$ cat config.mk
export PLATFORM = sky130hd
export DESIGN_NAME = ac_window_corr
export DESIGN_NICKNAME = d
export VERILOG_FILES = /design/src/rtl/ac_corr_pkg.sv /design/src/rtl/ac_src_mux.sv /design/src/rtl/ac_cell.sv /design/src/rtl/ac_read_port.sv /design/src/rtl/ac_window_corr.sv
export SDC_FILE = /design/constraint.sdc
export NUM_CORES = 1
export LEC_CHECK = 0
export ABC_AREA = 1
export ABC_CLOCK_PERIOD_IN_PS = 9100
export CAP_MARGIN = 20
export CORE_ASPECT_RATIO = 0.9
export CORE_MARGIN = 2
export CORE_UTILIZATION = 40
export DETAILED_ROUTE_END_ITERATION = 8
export DONT_BUFFER_PORTS = 1
export GPL_ROUTABILITY_DRIVEN = 1
export SYNTH_ARGS = -nofsm -noshare
export SYNTH_HDL_FRONTEND = slang
export SYNTH_SLANG_ARGS = --single-unit
$ cat constraint.sdc
create_clock -name clk -period 9.1 [get_ports clk]
set_input_delay 0.91 -clock clk [delete_from_list [all_inputs] [get_ports clk]]
set_output_delay 0.91 -clock clk [all_outputs]
set_load 0.02 [all_outputs]
$ cat src/rtl/ac_corr_pkg.sv
package ac_corr_pkg;
  // Flat index of stored entry (i,j), i <= j, in a row-major upper triangle.
  function automatic int tri_idx(input int n, input int i, input int j);
    return i * n - (i * (i - 1)) / 2 + (j - i);
  endfunction

  function automatic int tri_count(input int n);
    return (n * (n + 1)) / 2;
  endfunction
endpackage

$ cat src/rtl/ac_src_mux.sv
module ac_src_mux #(
  parameter int NB = 8
) (
  input  logic          track_mode,
  input  logic [NB-1:0] pilot_bits,
  input  logic [NB-1:0] det_bits,
  output logic [NB-1:0] new_bits
);
  always_comb begin
    new_bits = track_mode ? det_bits : pilot_bits;
  end
endmodule

$ cat src/rtl/ac_cell.sv
module ac_cell #(
  parameter int CW   = 8,
  parameter bit DIAG = 1'b0
) (
  input  logic          clk,
  input  logic          rst,
  input  logic          clr,
  input  logic          upd,
  input  logic          old_vld,
  input  logic          nb_i,
  input  logic          nb_j,
  input  logic          ob_i,
  input  logic          ob_j,
  output logic [CW-1:0] cnt
);
  logic pn, po;

  generate
    if (DIAG) begin : g_diag
      // a bit times itself is always +1
      assign pn = 1'b1;
      assign po = 1'b1;
    end else begin : g_pair
      assign pn = ~(nb_i ^ nb_j);
      assign po = ~(ob_i ^ ob_j);
    end
  endgenerate

  logic [CW-1:0] step;
  always_comb begin
    step = '0;
    if (!old_vld)
      step = pn ? CW'(1) : '1;
    else if (pn != po)
      step = pn ? CW'(2) : CW'(-2);
  end

  always_ff @(posedge clk) begin
    if (rst || clr)
      cnt <= '0;
    else if (upd)
      cnt <= cnt + step;
  end

  a_r7_clear_zero: assert property (@(posedge clk) disable iff (rst)
    clr |=> (cnt == '0));
  a_r11_idle_hold: assert property (@(posedge clk) disable iff (rst)
    (!clr && !upd) |=> $stable(cnt));

  generate
    if (DIAG) begin : g_diag_chk
      a_r4_diag_slide: assert property (@(posedge clk) disable iff (rst)
        (!clr && upd && old_vld) |=> $stable(cnt));
      a_r4_diag_step: assert property (@(posedge clk) disable iff (rst)
        (!clr && upd && !old_vld) |=> (cnt == CW'($past(cnt) + 1'b1)));
    end else begin : g_pair_chk
      a_r3_cancel: assert property (@(posedge clk) disable iff (rst)
        (!clr && upd && old_vld && (nb_i ~^ nb_j) == (ob_i ~^ ob_j)) |=> $stable(cnt));
    end
  endgenerate
endmodule

$ cat src/rtl/ac_read_port.sv
module ac_read_port #(
  parameter int NB   = 8,
  parameter int CW   = 8,
  parameter int RW   = 3,
  parameter int NENT = 36
) (
  input  logic               clk,
  input  logic               rst,
  input  logic [RW-1:0]      row,
  input  logic [RW-1:0]      col,
  input  logic [NENT*CW-1:0] ent_flat,
  output logic [CW-1:0]      rd_data
);
  import ac_corr_pkg::*;

  logic [CW-1:0] sel;
  always_comb begin
    int lo, hi, idx;
    lo  = (row <= col) ? int'(row) : int'(col);
    hi  = (row <= col) ? int'(col) : int'(row);
    idx = tri_idx(NB, lo, hi);
    sel = '0;
    if (hi < NB)
      for (int k = 0; k < NENT; k++)
        if (k == idx) sel = ent_flat[k*CW +: CW];
  end

  always_ff @(posedge clk) begin
    if (rst) rd_data <= '0;
    else     rd_data <= sel;
  end
endmodule

$ cat src/rtl/ac_window_corr.sv
module ac_window_corr #(
  parameter int NB = 8,
  parameter int CW = 8,
  parameter int RW = $clog2(NB)
) (
  input  logic          clk,
  input  logic          rst,
  input  logic          clear,
  input  logic          upd_valid,
  input  logic          track_mode,
  input  logic [NB-1:0] pilot_bits,
  input  logic [NB-1:0] det_bits,
  input  logic [NB-1:0] old_bits,
  input  logic          old_valid,
  input  logic [RW-1:0] rd_row,
  input  logic [RW-1:0] rd_col,
  output logic [CW-1:0] rd_data,
  output logic          done
);
  import ac_corr_pkg::*;

  localparam int NENT = tri_count(NB);

  logic [NB-1:0]      new_bits;
  logic [NENT*CW-1:0] ent_flat;

  ac_src_mux #(.NB(NB)) u_mux (
    .track_mode(track_mode),
    .pilot_bits(pilot_bits),
    .det_bits  (det_bits),
    .new_bits  (new_bits)
  );

  for (genvar i = 0; i < NB; i++) begin : g_row
    for (genvar j = i; j < NB; j++) begin : g_col
      localparam int IDX = tri_idx(NB, i, j);
      ac_cell #(.CW(CW), .DIAG(i == j)) u_cell (
        .clk    (clk),
        .rst    (rst),
        .clr    (clear),
        .upd    (upd_valid),
        .old_vld(old_valid),
        .nb_i   (new_bits[i]),
        .nb_j   (new_bits[j]),
        .ob_i   (old_bits[i]),
        .ob_j   (old_bits[j]),
        .cnt    (ent_flat[IDX*CW +: CW])
      );
    end
  end

  ac_read_port #(.NB(NB), .CW(CW), .RW(RW), .NENT(NENT)) u_rd (
    .clk     (clk),
    .rst     (rst),
    .row     (rd_row),
    .col     (rd_col),
    .ent_flat(ent_flat),
    .rd_data (rd_data)
  );

  always_ff @(posedge clk) begin
    if (rst) done <= 1'b0;
    else     done <= upd_valid && !clear;
  end

  a_r6_done_after_update: assert property (@(posedge clk) disable iff (rst)
    (upd_valid && !clear) |=> done);
  a_r7_no_done_otherwise: assert property (@(posedge clk) disable iff (rst)
    !(upd_valid && !clear) |=> !done);
endmodule

* After elaboration in Yosys (flattened, before gate mapping)
Cells that the tools add are included.
** Word-level totals
- Register bits after elaboration :: 297
- Input port bits :: 36
- Output and inout bits :: 9
- Logic and storage cells :: 416
** Cells by class
- Add/sub/neg operators :: 41
- Multipliers :: 1
- Order comparisons :: 2
- Equality and inequality tests :: 63
- Multiplexer cells :: 152
- Bitwise gates (word level) :: 114
- Reductions and logical operators :: 5
** Operators by type and width (count)
- 2-to-1 mux 8 bit :: 149
- equality test 6 x 32 -> 1 bit, first input constant :: 16
- adder 8 bit :: 34
- equality test 5 x 32 -> 1 bit, first input constant :: 8
- equality test 4 x 32 -> 1 bit, first input constant :: 4
- equality test 7 x 32 -> 1 bit, first input constant :: 4
- equality test 3 x 32 -> 1 bit, first input constant :: 2
- subtractor 32 bit :: 2
- inverter 1 bit :: 57
- bitwise XOR 1 bit :: 56
- adder 32 x 1 -> 32 bit :: 1
- adder 32 bit :: 1
- equality test 2 x 32 -> 1 bit, first input constant :: 1
- logical NOT 32 bit :: 1
- less-than comparator 32 x 5 -> 1 bit, second input constant :: 1
- multiplier 32 x 32 -> 32 bit :: 1
- subtractor 32 x 2 -> 32 bit, second input constant :: 1
- inequality test 1 bit :: 28
- adder 8 x 1 -> 8 bit :: 2
- 2-to-1 mux 3 bit :: 2
- <= comparator 3 bit :: 1
- OR reduction 2 bit :: 1
- AND 1 bit :: 1
- logical AND 1 bit :: 1
- 3 further kinds :: 3

* Longest topological paths before layout
- Depth after elaboration :: 45
- Mapped depth :: 93
- Mapped depth without buffers :: 89

* Hierarchy
Synthesis repeated with hierarchy kept, for this count alone.
** Unflattened totals
- Cell total of the unflattened synthesis :: 4753
- Area total of the unflattened synthesis :: 28815.1 um2
** By module, submodules not included
- ac_cell at g_row[0].g_col[1].u_cell ... :: times used 27, cells each 111, area each 715.7 um2, seq. area each 160.2 um2
- ac_read_port :: times used 1, cells each 1167, area each 5554.1 um2, seq. area each 160.2 um2
- ac_cell at g_row[0].g_col[0].u_cell ... :: times used 8, cells each 56, area each 386.6 um2, seq. area each 160.2 um2
- ac_cell at g_row[1].g_col[4].u_cell :: times used 1, cells each 111, area each 705.7 um2, seq. area each 160.2 um2
- ac_src_mux :: times used 1, cells each 26, area each 105.1 um2, seq. area each 0.0 um2
- ac_window_corr :: times used 1, cells each 4, area each 33.8 um2, seq. area each 20.0 um2

* Least setup slack after synthesis
Ideal clock, no wire load.
- Path kind :: input to register
- Start :: in rd_col[2]
- End :: reg u_rd.rd_data[1]
- Library setup time :: 119 ps
- Arrival time :: 8723 ps
- Required time :: 8981 ps
- Slack :: 258 ps
- Stages on the path :: 84
- Buffers on the path :: 3
- Cells stage by stage :: inv_1 -> ha_1 -> nand3b_1 -> nand2_1 -> nand2_1 -> buf_2 -> o21ai_0 -> inv_1 -> ha_1 -> inv_1 -> nor3_1 -> ha_1 -> fa_1 -> ha_1 -> nand3_1 -> nand3_1 -> inv_1 -> nor2_1 -> [... 48 more ...] -> nand2_1 -> nand2_1 -> nand2_1 -> nand2_1 -> nand2_1 -> nand2_1 -> nand2_1 -> nand2_1 -> nand2_1 -> nand2_1 -> nand2_1 -> nand2_1 -> nand2_1 -> nand2_1 -> nand2_1 -> nand2_1 -> nand2_1 -> a21oi_1
** Between the ends
- Word-level cells in the longest chain between the ends :: 45
- Elaborated cells between the ends (all ways) :: 85
- Classes of those cells :: add/sub (5); mul (1); order compare (2); eq/ne (35); mux (38); bitwise (2); reduce/logical (2)
** RTL lines
- start, declared :: RTL line ac_window_corr.sv:16 : input logic [RW-1:0] rd_col,
- <= comparator 3 bit :: RTL line ac_read_port.sv:19, ac_read_port.sv:20
- 2-to-1 mux 3 bit :: RTL line ac_read_port.sv:19 : lo = (row <= col) ? int'(row) : int'(col);
- subtractor 32 x 2 -> 32 bit :: RTL line ac_corr_pkg.sv:4 : return i * n - (i * (i - 1)) / 2 + (j - i);
- multiplier 32 x 32 -> 32 bit :: RTL line ac_corr_pkg.sv:4
- AND 1 bit (no line)
- adder 32 x 1 -> 32 bit (no line)
- subtractor 32 bit :: RTL line ac_corr_pkg.sv:4
- adder 32 bit :: RTL line ac_corr_pkg.sv:4
- logical NOT 32 bit :: RTL line ac_read_port.sv:25 : if (k == idx) sel = ent_flat[k*CW +: CW];
- 2-to-1 mux 8 bit (36 in a row) :: RTL line ac_read_port.sv:25
- end signal, assigned :: RTL line ac_read_port.sv:30 : else rd_data <= sel;
- end, declared :: RTL line ac_read_port.sv:12 : output logic [CW-1:0] rd_data
Parallel ways exist; a longest one is shown, timed or not.
A chain may end at the register's enable or synchronous reset.

* Worst setup path in the final report
- Start :: in rd_col[2]
- End :: reg u_rd.rd_data[5]
Same word-level chain as after synthesis.

==> impl_results.md <==
* Status: finished, final reports clean
* Clock edge transition at the registers on the reported setup and hold paths at 0.06 ns
* Row count at 89
* Die width at around 280 um
* Post-synth EDFFs at 0
* Worst slew pin tran at between 1 and 1.5 ns
* PortBufs at 0
* Synth Flop Type: dfxtp_1
* Detailed Route WL at 74.3 mm
* Drt wl/cell at 14.0 um
* Max Buffers Root-to-Sink at 3
* Maximum VDD drop at 0.122 mV
* CP max-delay cell: fa_1
* Max-cap violations at 0
* Syn Area/Cell at 6.26 um2
* Register area share after synthesis at 22.2%
* Ports at 45
* Required time of the critical path at between 9 and 10 ns
* First-pass detailed-route iteration total at 6
* Lkg Pwr at 16.9 nW
* Startpoint class of the critical path: input pin
* GRT overflow at 0
* Number of CTS-inserted buffers at 38
* Setup slack, reg-to-reg at around 5.4 ns
* Antenna violations before repair at 0
* Crit. End Element: flop
* Worst hold-check path type: flop to flop
* Finished Layout Cells at about 5300
* Cell Pwr Density at 198 nW/um2
* Setup violators final at 0
* Clk_lat worst skew at approximately 0.57 ns
* Final GP Congestion at 0.913
* DR vias/cell at approximately 4.9
* Synth cell types at 50
* Yosys warns at 0
* Max-slew violations at 0
* Async S/R FF share, synth at 0%
* Mapped Cells at 4272
* Core ar. at 65900 um2
* Share of cells above drive strength 1 at ~11%
* RSZ-0062 raised after global routing: true
* ANT nets after route at 0
* # diodes at 0
* Max stage delay on crit path at between 0.5 and 0.6 ns
* Die height at 249 um
* Via count at approximately 26000
* CP Class: input pin to flop
* Crit Path Max Fanout at 9
* Critical Path Start: rd_col[2]
* Fin nets at approximately 4800
* Max Clock Freq at 0.115 GHz
* Initial DRC Count at 1696
* Clk root buf: clkbuf_16
* Most common cell after layout, fill and taps aside: nand2_1
* Layout area overhead at 15.6%
* Tmin final at 8.70 ns
* Number of global-route vias before repair at roughly 24000
* Die area at approximately 69000 um2
* DRC viols at 0
* Pin count of the biggest net entering global routing at 189
* Commonest non-fill, non-tap cells in the layout: 997 x nand2_1, 770 x inv_1, 404 x a21oi_1
* GRT Total Usage at 21.2%
* Synth Register Bits at 297
* First-pass GRT wire length at 121 mm
* Hold Fails Final Rpt at 0
* Initial Util at 40.6%
* Skew final at roughly 0.021 ns
* HP Start: g_row[6].g_col[6].u_cell.cnt[7]
* Dpl hpwl at ~54 mm
* Cell repeated most along the worst path: nand2_1
* CTS tree: yes
* Setup TNS at 0 ns
* Hold-fix buffers, CTS at 0
* # H-tree levels at 2
* Crit path DAT at 9.16 ns
* Cell Area, Synth at 26800 um2
* Rel. slew slack at 26.3%
* DP Cell Count at 5215
* Clock sinks at 297
* Worst reg2reg startpoint: g_row[0].g_col[0].u_cell.cnt[3]
* Period utilization at 95.7%
## per-stage QoR
step | setup WS (ns) | area, um2 | util (%) | total power (W) | hold slack [ns]
2_1_floorplan | 0.258 | 26800 | - | 0.00322 | 0.417
3_3_place_gp | -0.467 | 29000 | 44.0 | 0.00431 | 0.443
3_5_place_dp | -0.545 | 29000 | 44.0 | 0.00431 | 0.441
4_1_cts | 0.00709 | 30200 | 45.8 | 0.00585 | 0.455
5_1_grt | -0.305 | 30900 | 46.9 | 0.00661 | 0.474
6_report | 0.396 | 30900 | 46.9 | 0.00613 | 0.454
## state kept, by name, summed over array words and instances (netlist names)
| register | flops |
|---|---|
| done | 1 |
| g_row.g_col.u_cell.cnt | 288 |
| u_rd.rd_data | 8 |
## final timing paths
check             depth (start not counted)                              end
setup / recovery                         81                  u_rd.rd_data[5]
hold / removal                            1  g_row[6].g_col[6].u_cell.cnt[7]
setup reg to reg                         52                  u_rd.rd_data[3]
hold reg to reg                           1  g_row[6].g_col[6].u_cell.cnt[7]
## kinds of logic (layout without fill, tap and decap cells)
family	after synthesis	count (layout)	synth area share (%)
compound gates	930	930	18.1
xor+xnor	153	153	5.04
fa+ha+maj	323	323	16.1
buf+inv	935	1085	13.3
flops	297	297	22.2
other cells	2	6	0.0281
simple gates	1632	1634	25.2
## synthesized netlist by cell type (40+ instances only)
cell / n / share of area [%]
dfxtp_1: 297 / 22
clkbuf_1: 101 / 1.4
o21ai_0: 410 / 7.7
ha_1: 288 / 13
nor3_1: 40 / 0.75
nor2_1: 295 / 4.1
inv_1: 781 / 11
xor2_1: 117 / 3.8
nand3_1: 148 / 2.8
nand2_1: 1046 / 15
a21oi_1: 415 / 7.8
## routing by layer
layer	routed length (um)	up-vias	track usage (%)
li1	-	13862	-
met1	36700	11483	29.9
met2	31800	481	33.9
met3	4400	95	3.30
met4	1350	0	4.86
met5	0	-	0
## area by class of cell
cell class	count	area (um2)
clock buffers	54	1080
flip-flops and latches	297	5950
repair buffers	230	1790
multi-input cells	3046	17900
clock inverters	9	118
well taps	864	1080
fillers	6874	35000
inverters	792	3000
## power by group
group,leakage (nW),internal [W],switching [W]
registers,2.42,0.00136,0.0000459
logic,13.9,0.00139,0.00182
clock network,0.591,0.000885,0.000631
## critical path: cells and delay by family
kind | cells | cell delay [ns]
compound gates | 8 | 0.94
buf+inv | 7 | 0.73
simple gates | 59 | 4.57
fa+ha+maj | 6 | 1.81
xor+xnor | 1 | 0.19
## what timing repair did
item / 4_1_cts / 5_1_grt
gates resized for setup: 0 / 169
setup endpoints to repair: 0 / 8
endpoints found under the hold margin: 0 / 0
setup buffers: 0 / 12
Note: power is estimated with default switching activity, not from simulation.
